<file path="src/rtl/seq_expander_pkg.sv">
package seq_expander_pkg;
  typedef enum logic {
    PH_IDLE = 1'b0,
    PH_RUN  = 1'b1
  } phase_e;

  // A stride counter holding this value has one more word left before the run ends.
  function automatic logic one_left(input logic [31:0] remaining);
    return remaining == 32'd1;
  endfunction
endpackage

</file>
<file path="src/rtl/seq_run_ctrl.sv">
module seq_run_ctrl
  import seq_expander_pkg::*;
(
  input  logic clk,
  input  logic rst,
  input  logic run_valid,
  input  logic out_ready,
  input  logic final_word,
  output logic run_ready,
  output logic load,
  output logic advance,
  output logic out_valid
);
  phase_e phase_q;
  logic   drain;

  assign out_valid = (phase_q == PH_RUN);
  assign drain     = out_valid && out_ready && final_word;
  assign run_ready = (phase_q == PH_IDLE) || drain;
  assign load      = run_valid && run_ready;
  assign advance   = out_valid && out_ready && !final_word;

  always_ff @(posedge clk) begin
    if (rst) begin
      phase_q <= PH_IDLE;
    end else if (load) begin
      phase_q <= PH_RUN;
    end else if (drain) begin
      phase_q <= PH_IDLE;
    end
  end

  // a stalled word keeps the stream valid
  p_stall_keeps_valid_r6: assert property (@(posedge clk) disable iff (rst)
    out_valid && !out_ready |=> out_valid);
  // consuming the final word with nothing offered ends the run
  p_run_ends_r4: assert property (@(posedge clk) disable iff (rst)
    out_valid && out_ready && final_word && !run_valid |=> !out_valid);
  // an idle expander always offers ready
  p_idle_ready_r7: assert property (@(posedge clk) disable iff (rst)
    !out_valid |-> run_ready);
endmodule

</file>
<file path="src/rtl/seq_stride_counter.sv">
module seq_stride_counter #(
  parameter int COUNT_W = 8
) (
  input  logic               clk,
  input  logic               rst,
  input  logic               load,
  input  logic               advance,
  input  logic [COUNT_W-1:0] load_count,
  output logic               final_word
);
  import seq_expander_pkg::*;
  localparam logic [COUNT_W-1:0] ZERO = '0;

  logic [COUNT_W-1:0] remaining_q;
  logic               last_q;

  assign final_word = last_q;

  always_ff @(posedge clk) begin
    if (rst) begin
      remaining_q <= ZERO;
      last_q      <= 1'b1;
    end else if (load) begin
      remaining_q <= load_count;
      last_q      <= (load_count == ZERO);
    end else if (advance) begin
      remaining_q <= remaining_q - 1'b1;
      last_q      <= one_left(32'(remaining_q));
    end
  end

  // the registered last flag tracks an exhausted counter
  p_last_tracks_count_r4: assert property (@(posedge clk) disable iff (rst)
    final_word == (remaining_q == ZERO));
  // no stride is taken once the counter is exhausted
  p_no_underflow_r4: assert property (@(posedge clk) disable iff (rst)
    advance |-> remaining_q != ZERO);
endmodule

</file>
<file path="src/rtl/seq_word_accum.sv">
module seq_word_accum #(
  parameter int WORD_W = 16
) (
  input  logic              clk,
  input  logic              rst,
  input  logic              load,
  input  logic              advance,
  input  logic [WORD_W-1:0] load_base,
  input  logic [WORD_W-1:0] load_step,
  output logic [WORD_W-1:0] word
);
  logic [WORD_W-1:0] word_q;
  logic [WORD_W-1:0] step_q;

  assign word = word_q;

  always_ff @(posedge clk) begin
    if (rst) begin
      word_q <= '0;
      step_q <= '0;
    end else if (load) begin
      word_q <= load_base;
      step_q <= load_step;
    end else if (advance) begin
      word_q <= word_q + step_q;
    end
  end

  // a stride step adds the held stride modulo the word width
  p_stride_add_r3: assert property (@(posedge clk) disable iff (rst)
    advance && !load |=> word == WORD_W'($past(word) + $past(step_q)));
endmodule

</file>
<file path="src/rtl/stride_seq_expander.sv">
module stride_seq_expander #(
  parameter int WORD_W  = 16,
  parameter int COUNT_W = 8
) (
  input  logic               clk,
  input  logic               rst,
  input  logic               run_valid,
  output logic               run_ready,
  input  logic [WORD_W-1:0]  run_base,
  input  logic [WORD_W-1:0]  run_step,
  input  logic [COUNT_W-1:0] run_count,
  output logic               out_valid,
  input  logic               out_ready,
  output logic [WORD_W-1:0]  out_word,
  output logic               out_last
);
  logic load, advance, final_word;

  seq_run_ctrl u_ctrl (
    .clk        (clk),
    .rst        (rst),
    .run_valid  (run_valid),
    .out_ready  (out_ready),
    .final_word (final_word),
    .run_ready  (run_ready),
    .load       (load),
    .advance    (advance),
    .out_valid  (out_valid)
  );

  seq_stride_counter #(.COUNT_W(COUNT_W)) u_count (
    .clk        (clk),
    .rst        (rst),
    .load       (load),
    .advance    (advance),
    .load_count (run_count),
    .final_word (final_word)
  );

  seq_word_accum #(.WORD_W(WORD_W)) u_accum (
    .clk       (clk),
    .rst       (rst),
    .load      (load),
    .advance   (advance),
    .load_base (run_base),
    .load_step (run_step),
    .word      (out_word)
  );

  assign out_last = out_valid && final_word;

  // an accepted descriptor puts its base on the output next cycle
  p_base_first_r2: assert property (@(posedge clk) disable iff (rst)
    run_valid && run_ready |=> out_valid && out_word == $past(run_base));
  // a stalled word and its flag hold
  p_stall_hold_r6: assert property (@(posedge clk) disable iff (rst)
    out_valid && !out_ready |=> $stable(out_word) && $stable(out_last));
  // nothing is emitted in the cycle after reset
  p_reset_idle_r1: assert property (@(posedge clk)
    $past(rst) |-> !out_valid);
endmodule

</file>
<file path="config.mk">
export PLATFORM = sky130hd
export DESIGN_NAME = stride_seq_expander
export DESIGN_NICKNAME = d
export VERILOG_FILES = /design/src/rtl/seq_expander_pkg.sv /design/src/rtl/seq_run_ctrl.sv /design/src/rtl/seq_stride_counter.sv /design/src/rtl/seq_word_accum.sv /design/src/rtl/stride_seq_expander.sv
export SDC_FILE = /design/constraint.sdc
export NUM_CORES = 1
export LEC_CHECK = 0
export CAP_MARGIN = 0
export CORE_MARGIN = 8
export CORE_UTILIZATION = 44
export CTS_CLUSTER_SIZE = 20
export DETAILED_ROUTE_END_ITERATION = 16
export GPL_TIMING_DRIVEN = 0
export PLACE_DENSITY = 0.72
export REMOVE_ABC_BUFFERS = 1
export SYNTH_ARGS = -nofsm -noshare
export SYNTH_HDL_FRONTEND = slang
export SYNTH_SLANG_ARGS = --single-unit
</file>
<file path="constraint.sdc">
create_clock -name clk -period 5.7 [get_ports clk]
set_clock_uncertainty 0.15 [all_clocks]
set_input_delay 1.425 -clock clk [delete_from_list [all_inputs] [get_ports clk]]
set_output_delay 1.425 -clock clk [all_outputs]
set_load 0.02 [all_outputs]
</file>
==> out/metrics.yaml <==
global_route:
  first_global_vias: 2520
  grtUsageTotal_pct: 16.4
  overflow: 0
  grt_max_degree: 46
  grt_antenna_before_repair: 0
  grt_pass1_wl_um: 11800
finish:
  fin_cells: 454
  antenna_cells: 0
  drive_above_1_share_pct: 5.01
  syn2layout_area_growth_pct: 26.1
  fin_nets: 441
  post-route-util_pct: 56.5
drt:
  drc_errors: 0
  detail_route.wl_per_cell_um: 15.6
  via_per_inst: 5.78
  routed_wl_um: 7060
  first_pass_iters: 4
  vias: 2625
  drt_iter0_markers: 160
  postRouteAntennaNets: 0
clock_network:
  clockRootBuffer: "clkbuf_8"
  hold_buffers: 0
  cts_sinks: 42
  clock_latency_ns: 0.30
  cts_htree_levels: 2
  post_cts_buffers: 0
  cts_tree: "built"
  clk_path_buf_depth: 2
  numCtsBuffers: 5
  cts-resized-gates: 0
  clk_pin_slew_ns: 0.09
power:
  pwr-share-clk_pct: 26.1
  p_int_uw: 492
  pwr-share-seq_pct: 46.5
  pwr-share-comb_pct: 27.4
  max-vdd-ir-drop_mv: 0.118
  powerDensity_nw_per_um2: 219
  p_leak_uw: 0.00130
  power_uw: 719
  p_sw_uw: 227
  switching_share_pct: 31.6
run_status:
  status: "complete, no violations"
timing:
  min_period_ns: 4.34
  setup_viol: 0
  tns_ns: 0
  slew_violations: 0
  fin_crit_sh_pct: 76.2
  worstMarginPinSlew_ns: 1.32
  fmax_ghz: 0.230
  max_slew_margin_pct: 12.2
  rsz0062_at_grt: "false"
  fin_hold_ws_ns: 0.312
  hold_viol_final: 0
place:
  gp_congestion: 0.843
  io_buffers: 62
  placedCellCount: 447
  dp_hpwl_um: 5010
critical_path:
  cp_data_arrival_time_ns: 2.77
  worst_r2r_path_depth: 5
  cpPeakStageDelay_ns: 0.60
  cp-start-kind: "input port"
  cp.required_ns: 4.12
  cp_common_cell: "clkdlybuf4s50_1"
  crit_chain: "clkdlybuf4s50_1, a21bo_4, clkdlybuf4s50_1"
  crit_cells: 3
  path_max_fanout: 5
  cp_slowest_cell: "clkdlybuf4s50_1"
  critical-path-top-delay-family: "buffers and inverters"
  cp_num_buf_inv: 2
  crit_type: "in2out"
  end_kind: "output pin"
logic_synthesis:
  ys_ff_latch: 42
  synthArstFlopShare_pct: 0
  yosys_warnings: 0
  ys.flop_type: "dfxtp_1"
  synth_edf_count: 0
  synthCells: 330
  yosysUniqueCellTypes: 51
  synth_area_um2: 2610
  avgSynthCellArea_um2: 7.90
  ys_seq_area_share_pct: 32.2
floorplan:
  die_w_um: 93.0
  core_area_um2: 5820
  io_pins: 63
  die_area_um2: 8650
  rows: 28
  die-height_um: 93.0
  start_util_pct: 44.8
hold_path:
  min_path_cells: 2
  hold_class: "reg2reg"
job:
  drv_cap: 0
final cells by class:
class	instances	area, um^2
well taps	75	93.8
flip-flops and latches	42	841
inverters	5	18.8
clock buffers	5	68.8
multi-input cells	263	1640
repair buffers	62	616
clock inverters	2	10.0
fillers	581	2530
cells in the final DEF, fill, tap and decap left out, types with 10 or more instances in the layout:
cell type / n
nand2_1: 55
dfxtp_1: 42
o21ai_0: 11
nor2_1: 27
ha_1: 17
nor4_1: 10
clkdlybuf4s50_1: 61
nand3_1: 10
a21oi_1: 46
logic make-up after synthesis:
logic type	count (synthesis)	share of synthesized area, %
compound gates	107	27.5
xor+xnor	9	3.02
fa+ha+maj	18	8.93
buf+inv	25	4.85
flops	42	32.2
mux	3	1.15
simple gates	126	22.3
tightest hold or removal path, stage by stage (launching register included):
cell and delay (ns):
dfxtp_1 0.32, nand2_1 0.05, a21oi_1 0.05
through the flow:
| step | cell area, um^2 | setup WS (ns) |
|---|---|---|
| 6_report | 3290 | 1.36 |
| 5_1_grt | 3290 | 1.31 |
| 4_1_cts | 3290 | 1.35 |
| 3_5_place_dp | 3210 | 1.35 |
| 3_3_place_gp | 3210 | 1.36 |
| 2_1_floorplan | 2500 | 2.47 |
worst paths after layout:
| check | end | slack, ns | from |
|---|---|---|---|
| max | run_ready | 1.36 | out_ready |
| min | u_accum.step_q[14] | 0.31 | u_accum.step_q[14] |
| max reg2reg | u_count.remaining_q[0] | 3.02 | u_ctrl.out_valid |
| min reg2reg | u_accum.step_q[14] | 0.31 | u_accum.step_q[14] |
registers in the layout, summed over array words and instances (netlist names):
register,flops
u_count.remaining_q,8
u_accum.step_q,16
u_count.final_word,1
u_accum.word,16
u_ctrl.out_valid,1
synth_stat cells, drive strengths merged (2+ instances only):
| library cell | count | area (um^2) |
|---|---|---|
| nand3b | 2 | 15.0 |
| o21ai | 12 | 60.1 |
| dfxtp | 42 | 841 |
| clkbuf | 11 | 42.5 |
| a21bo | 2 | 26.3 |
| nor3 | 10 | 60.1 |
| ha | 17 | 213 |
| mux2i | 3 | 30.0 |
| a22oi | 4 | 35.0 |
| xor2 | 3 | 26.3 |
| a21o | 8 | 60.1 |
| a311oi | 2 | 17.5 |
| nor4 | 10 | 62.6 |
| nand3 | 10 | 50.1 |
| and2 | 3 | 18.8 |
| a31oi | 2 | 12.5 |
| a221oi | 3 | 26.3 |
| nor2 | 27 | 101 |
| a222oi | 5 | 50.1 |
| buf | 9 | 65.1 |
| xnor2 | 6 | 52.6 |
| a211oi | 9 | 72.6 |
| or3 | 4 | 25.0 |
| o21a | 2 | 15.0 |
| nand2 | 55 | 206 |
| inv | 5 | 18.8 |
| o22ai | 2 | 12.5 |
| o311ai | 2 | 17.5 |
| a21oi | 46 | 230 |
power groups by stage:
stage	logic, uW	clock network, uW	registers (uW)
CTS	198	192	334
finish	197	188	335
detailed placement	197	0	341
global placement	194	0	340
floorplan	105	0	348
global route	218	205	338
layer usage:
layer  global-route usage, %  vias to the layer above  share of wire (%)
li1                        -                     1313                  -
met1                    19.3                     1226                 44
met2                    28.3                       73                 48
met3                    3.13                       13                5.7
met4                    7.11                        0                1.9
met5                       0                        -                  0
(Power assumes the default switching activity.)
